$ cat config.mk
export PLATFORM = sky130hd
export DESIGN_NAME = pspu_permute
export DESIGN_NICKNAME = d
export VERILOG_FILES = /design/src/rtl/pspu_pkg.sv /design/src/rtl/pspu_decode.sv /design/src/rtl/pspu_lane_mux.sv /design/src/rtl/pspu_permute.sv
export SDC_FILE = /design/constraint.sdc
export NUM_CORES = 1
export LEC_CHECK = 0
export BUFFER_PORTS_ARGS = -buffer_cell sky130_fd_sc_hd__buf_2
export CORE_ASPECT_RATIO = 0.8
export CORE_MARGIN = 2
export CORE_UTILIZATION = 50
export CTS_CLUSTER_DIAMETER = 30
export DETAILED_ROUTE_END_ITERATION = 10
export GPL_TIMING_DRIVEN = 0
export HOLD_SLACK_MARGIN = 0.1
export PLACE_DENSITY = 0.8
export SKIP_CTS_REPAIR_TIMING = 1
export SLEW_MARGIN = 15
export SYNTH_ARGS = -nofsm -noshare
export SYNTH_HDL_FRONTEND = slang
export SYNTH_HIERARCHICAL = 1
export SYNTH_SLANG_ARGS = --single-unit
$ cat constraint.sdc
create_clock -name clk -period 4.55 [get_ports clk]
set_input_delay 0.6825 -clock clk [delete_from_list [all_inputs] [get_ports clk]]
set_output_delay 0.6825 -clock clk [all_outputs]
set_load 0.02 [all_outputs]
$ cat src/rtl/pspu_pkg.sv
package pspu_pkg;
    localparam logic [4:0] FMT_PAIR   = 5'b10110;
    localparam logic [4:0] FMT_SINGLE = 5'b10000;

    localparam logic [5:0] FN_PICK_LL = 6'b101100;
    localparam logic [5:0] FN_PICK_LU = 6'b101101;
    localparam logic [5:0] FN_PICK_UL = 6'b101110;
    localparam logic [5:0] FN_PICK_UU = 6'b101111;
    localparam logic [5:0] FN_PACK    = 6'b100110;
    localparam logic [5:0] FN_XT_LO   = 6'b101000;
    localparam logic [5:0] FN_XT_UP   = 6'b100000;
    localparam logic [5:0] FN_ALIGN   = 6'b011110;

    typedef enum logic [3:0] {
        OP_NONE,
        OP_PICK_LL,
        OP_PICK_LU,
        OP_PICK_UL,
        OP_PICK_UU,
        OP_PACK,
        OP_XT_LO,
        OP_XT_UP,
        OP_ALIGN
    } pspu_op_e;
endpackage

$ cat src/rtl/pspu_decode.sv
module pspu_decode
    import pspu_pkg::*;
(
    input  logic [5:0] func_i,
    input  logic [4:0] fmt_i,
    output pspu_op_e   op_o
);
    always_comb begin
        op_o = OP_NONE;
        if (fmt_i == FMT_PAIR) begin
            case (func_i)
                FN_PICK_LL: op_o = OP_PICK_LL;
                FN_PICK_LU: op_o = OP_PICK_LU;
                FN_PICK_UL: op_o = OP_PICK_UL;
                FN_PICK_UU: op_o = OP_PICK_UU;
                FN_XT_LO:   op_o = OP_XT_LO;
                FN_XT_UP:   op_o = OP_XT_UP;
                FN_ALIGN:   op_o = OP_ALIGN;
                default:    op_o = OP_NONE;
            endcase
        end else if (fmt_i == FMT_SINGLE && func_i == FN_PACK) begin
            op_o = OP_PACK;
        end
    end
endmodule

$ cat src/rtl/pspu_lane_mux.sv
module pspu_lane_mux
    import pspu_pkg::*;
#(
    parameter int unsigned LANE_W = 32,
    parameter int unsigned OFF_W  = 3,
    localparam int unsigned DATA_W = 2 * LANE_W
) (
    input  pspu_op_e           op_i,
    input  logic [DATA_W-1:0]  fs_i,
    input  logic [DATA_W-1:0]  ft_i,
    input  logic [OFF_W-1:0]   off_i,
    input  logic               big_endian_i,
    output logic [DATA_W-1:0]  res_o,
    output logic               legal_o,
    output logic               unpred_o
);
    logic [LANE_W-1:0] fs_hi, fs_lo, ft_hi, ft_lo;
    logic [LANE_W-1:0] al_hi, al_lo;

    assign fs_hi = fs_i[DATA_W-1:LANE_W];
    assign fs_lo = fs_i[LANE_W-1:0];
    assign ft_hi = ft_i[DATA_W-1:LANE_W];
    assign ft_lo = ft_i[LANE_W-1:0];

    // Align lane choice: offset bit 2 enables the shift, strap picks source order
    always_comb begin
        if (!off_i[2]) begin
            al_hi = fs_hi;
            al_lo = fs_lo;
        end else if (big_endian_i) begin
            al_hi = fs_lo;
            al_lo = ft_hi;
        end else begin
            al_hi = ft_lo;
            al_lo = fs_hi;
        end
    end

    always_comb begin
        res_o    = '0;
        legal_o  = 1'b1;
        unpred_o = 1'b0;
        unique case (op_i)
            OP_PICK_LL: res_o = {fs_lo, ft_lo};
            OP_PICK_LU: res_o = {fs_lo, ft_hi};
            OP_PICK_UL: res_o = {fs_hi, ft_lo};
            OP_PICK_UU: res_o = {fs_hi, ft_hi};
            OP_PACK:    res_o = {fs_lo, ft_lo};
            OP_XT_LO:   res_o = {{LANE_W{1'b0}}, fs_lo};
            OP_XT_UP:   res_o = {{LANE_W{1'b0}}, fs_hi};
            OP_ALIGN: begin
                res_o    = {al_hi, al_lo};
                unpred_o = |off_i[1:0];
            end
            OP_NONE:    legal_o = 1'b0;
            default:    legal_o = 1'b0;
        endcase
    end
endmodule

$ cat src/rtl/pspu_permute.sv
module pspu_permute
    import pspu_pkg::*;
#(
    parameter int unsigned LANE_W = 32,
    parameter int unsigned OFF_W  = 3,
    localparam int unsigned DATA_W = 2 * LANE_W
) (
    input  logic              clk,
    input  logic              rst,
    input  logic [5:0]        func_i,
    input  logic [4:0]        fmt_i,
    input  logic [DATA_W-1:0] fs_i,
    input  logic [DATA_W-1:0] ft_i,
    input  logic [OFF_W-1:0]  off_i,
    input  logic              big_endian_i,
    output logic [DATA_W-1:0] result_o,
    output logic              valid_o,
    output logic              unpred_o
);
    pspu_op_e          op_n;
    logic [DATA_W-1:0] res_n;
    logic              legal_n;
    logic              unp_n;

    logic [DATA_W-1:0] res_q;
    logic              vld_q;
    logic              unp_q;

    pspu_decode u_dec (
        .func_i (func_i),
        .fmt_i  (fmt_i),
        .op_o   (op_n)
    );

    pspu_lane_mux #(.LANE_W(LANE_W), .OFF_W(OFF_W)) u_mux (
        .op_i         (op_n),
        .fs_i         (fs_i),
        .ft_i         (ft_i),
        .off_i        (off_i),
        .big_endian_i (big_endian_i),
        .res_o        (res_n),
        .legal_o      (legal_n),
        .unpred_o     (unp_n)
    );

    always_ff @(posedge clk) begin
        if (rst) begin
            res_q <= '0;
            vld_q <= 1'b0;
            unp_q <= 1'b0;
        end else begin
            vld_q <= legal_n;
            unp_q <= legal_n & unp_n;
            if (legal_n) begin
                res_q <= res_n;
            end
        end
    end

    assign result_o = res_q;
    assign valid_o  = vld_q;
    assign unpred_o = unp_q;
endmodule

==> summary.txt <==
Power and ir drop
  • Worst vdd ir: 0.2013 mV
  • Leakage Power: 3.175 nW
  • PD cells: 211.6 nW/um^2

Setup path
  • Setup crit start: fmt_i[0]
  • Worst EP required: 4.75 ns
  • End of the critical path: result_o[18]
  • Flop2flop setup slack: 3.90 ns
  • CP Launch Type: input port
  • Worst setup EP type: flip-flop
  • Reg2reg start: result_o[17]
  • Worst reg-to-reg path cell count: 2
  • Reg2reg end: result_o[17]
  • Critical Path AT: 3.61 ns
  • Setup CP Type: input port to flip-flop
  • Crit path max fanout: 10

Global routing
  • Antenna violations before repair: 2
  • GRT overflow: 0
  • Number of global-route vias before repair: 6063
  • Largest net degree at the start of global routing: 11
  • Global-route wire length before repair: 32630 um
  • GRT Util Overall: 0.3312

Clocking
  • H-Tree Level Count: 3
  • Bufs on Longest Clock Path: 2
  • TritonCTS buffer count: 9
  • Num Clock Sinks: 66
  • CTS tree: yes
  • Clock latency on the worst-skew pair: 0.34 ns
  • CTS root buf: clkbuf_16
  • Worst-path clk slew: 0.06 ns

Timing
  • RSZ-0062 raised after global routing: false
  • Setup TNS: 0 ns
  • Fin. max-slew vios: 0
  • Crit share post-route: 0.7479
  • Min cycle time layout: 3.403 ns
  • Slew headroom: 0.5026
  • Final Skew: 0 ns
  • Highest clock rate: 0.2938 GHz
  • Fin. Hold Viols: 0
  • Tightest Pin Transition: 0.7427 ns
  • Final setup fails: 0

Drt
  • Final wirelength: 21680 um
  • Starting DRC count in detailed routing: 775
  • Via count: 6416
  • DR vias/cell: 6.235
  • DRT Pass-1 Iters: 8
  • Post-detailed-route DRC marker count: 0
  • Drt wl/cell: 21.07 um
  • Remaining antenna violation count: 0

Yosys
  • Synth cell count leaders: 96 x nand3_1, 94 x mux2_2, 66 x dfxtp_1, 66 x inv_1
  • Post-synth top area share: 0.2264
  • Distinct cells, synth: 47
  • Cell with the most instances after synthesis: nand3_1
  • Syn avg cell area: 8.882 sq um
  • Async S/R FF share, synth: 0
  • Number of synthesized flops with an enable pin: 0
  • Cell taking the most area after synthesis: dfxtp_1
  • Seq cells post-synth: 66
  • Ranking of synthesized cells by area: dfxtp_1 23%, mux2_2 18%, mux2i_1 11%, nand3_1 8.2%, o221ai_2 7.7%
  • Cells after Synth: 657
  • Synth warn: 6
  • Cell Area, Synth: 5836 sq um
  • Top FF cell, synth: dfxtp_1
  • Post-Syn Nets: 802
  • Seq/Total Area, Yosys: 0.2264

Floorplan
  • Core area: 11430 sq um
  • DIE WIDTH: 124.8 um
  • Die Y: 100.6 um
  • Die ar.: 12560 sq um
  • FP Rows: 35
  • I/O Pins: 211
  • Initial Utilization: 0.5106

Placement
  • Dpl hpwl: 16120 um
  • Placed Area: 7067 sq um
  • Port bufs: 209
  • Routability cong.: 0.9409
  • Cells after DPL: 1014

Final layout
  • Layout Nets: 1022
  • Footprint of the multi-input gates: 3821 sq um
  • Area grow syn2layout: 26.27%
  • Non-filler cells, final: 1029
  • Post-layout instance area: 7368 sq um
  • Register area: 1321 sq um
  • Diodes inserted: 0
  • Layout cell share with drive strength beyond 1: 0.4586
  • Fill count: 990

Min path
  • Hold WC Path Type: flip-flop to flip-flop
  • WHS Path Cells: 2

Job
  • Max Cap Viol: 0

Outcome
  • Status: finished clean
-- flip-flops by register name (all words and copies together) (netlist names) --
name / count
result_o: 64
unpred_o: 1
valid_o: 1
-- critical path, cell delays in order --
cell	delay (ns)
buf_2	0.10
nor3b_2	0.24
nand4_1	0.22
o31ai_1	0.65
buf_4	0.32
buf_2	0.30
nor3_1	0.11
xnor2_1	0.23
buf_6	0.28
buf_12	0.19
mux2i_1	0.20
nor2_1	0.07
-- final cells by class --
type,count,share of cell area
clock inverters,3,0.008830
flip-flops and latches,66,0.1793
clock buffers,12,0.03209
well taps,148,0.02513
inverters,66,0.03362
multi-input cells,458,0.5186
repair buffers,209,0.1420
plain buffers,67,0.06045
-- cell families (layout without fill, tap and decap cells) --
family	count (synthesis)	count (layout)	share of synthesized area
AO/OA/AOI/OAI	105	105	0.1893
AND/OR/NAND/NOR	193	193	0.1700
XOR/XNOR	2	2	0.004289
multiplexers	158	158	0.2912
buffers and inverters	133	357	0.1188
flip-flops	66	66	0.2264
-- cells in the final DEF (no fill, tap or decap), types with 30 or more instances in the layout --
cell,Yosys,routed
a32oi_1,30,30
buf_2,27,236
dfxtp_1,66,66
inv_1,66,66
mux2_2,94,94
mux2i_1,64,64
nand3_1,96,96
nor2_1,64,64
o2111ai_1,30,30
o221ai_2,30,30
-- metal layers --
| metal | routed length (um) | global-route usage |
|---|---|---|
| met1 | 8877 | 0.4439 |
| met2 | 9155 | 0.4994 |
| met3 | 2866 | 0.1067 |
| met4 | 773 | 0.1245 |
| met5 | 10 | 0 |
-- metrics by stage --
step	power (mW)	setup WS, ns	hold WS, ns	util
after global placement	0.8230	0.9083	0.4683	0.6183
after CTS	1.554	1.204	0.4933	0.6447
final	1.559	1.147	0.4863	0.6447
after floorplan	0.7109	1.591	0.5833	-
after global routing	1.608	1.004	0.5108	0.6447
after detailed placement	0.8267	0.8858	0.4798	0.6183
-- how the worst min path moves through the flow --
stage,start,to,slack [ns]
after floorplan,result_o[0],result_o[0],0.58
after global placement,result_o[37],result_o[37],0.47
after detailed placement,result_o[45],result_o[45],0.48
after CTS,result_o[53],result_o[53],0.49
after global routing,result_o[32],result_o[32],0.51
final,result_o[23],result_o[23],0.49
-- where the power goes --
| part | switching (mW) | total (mW) | internal, mW | leakage (nW) |
|---|---|---|---|---|
| sequential | 0.0000179 | 0.578 | 0.578 | 0.531 |
| combinational | 0.132 | 0.245 | 0.113 | 2.50 |
| clock | 0.260 | 0.736 | 0.476 | 0.147 |
| total | 0.391 | 1.56 | 1.17 | 3.17 |
Power figures use the tool's default switching activity.
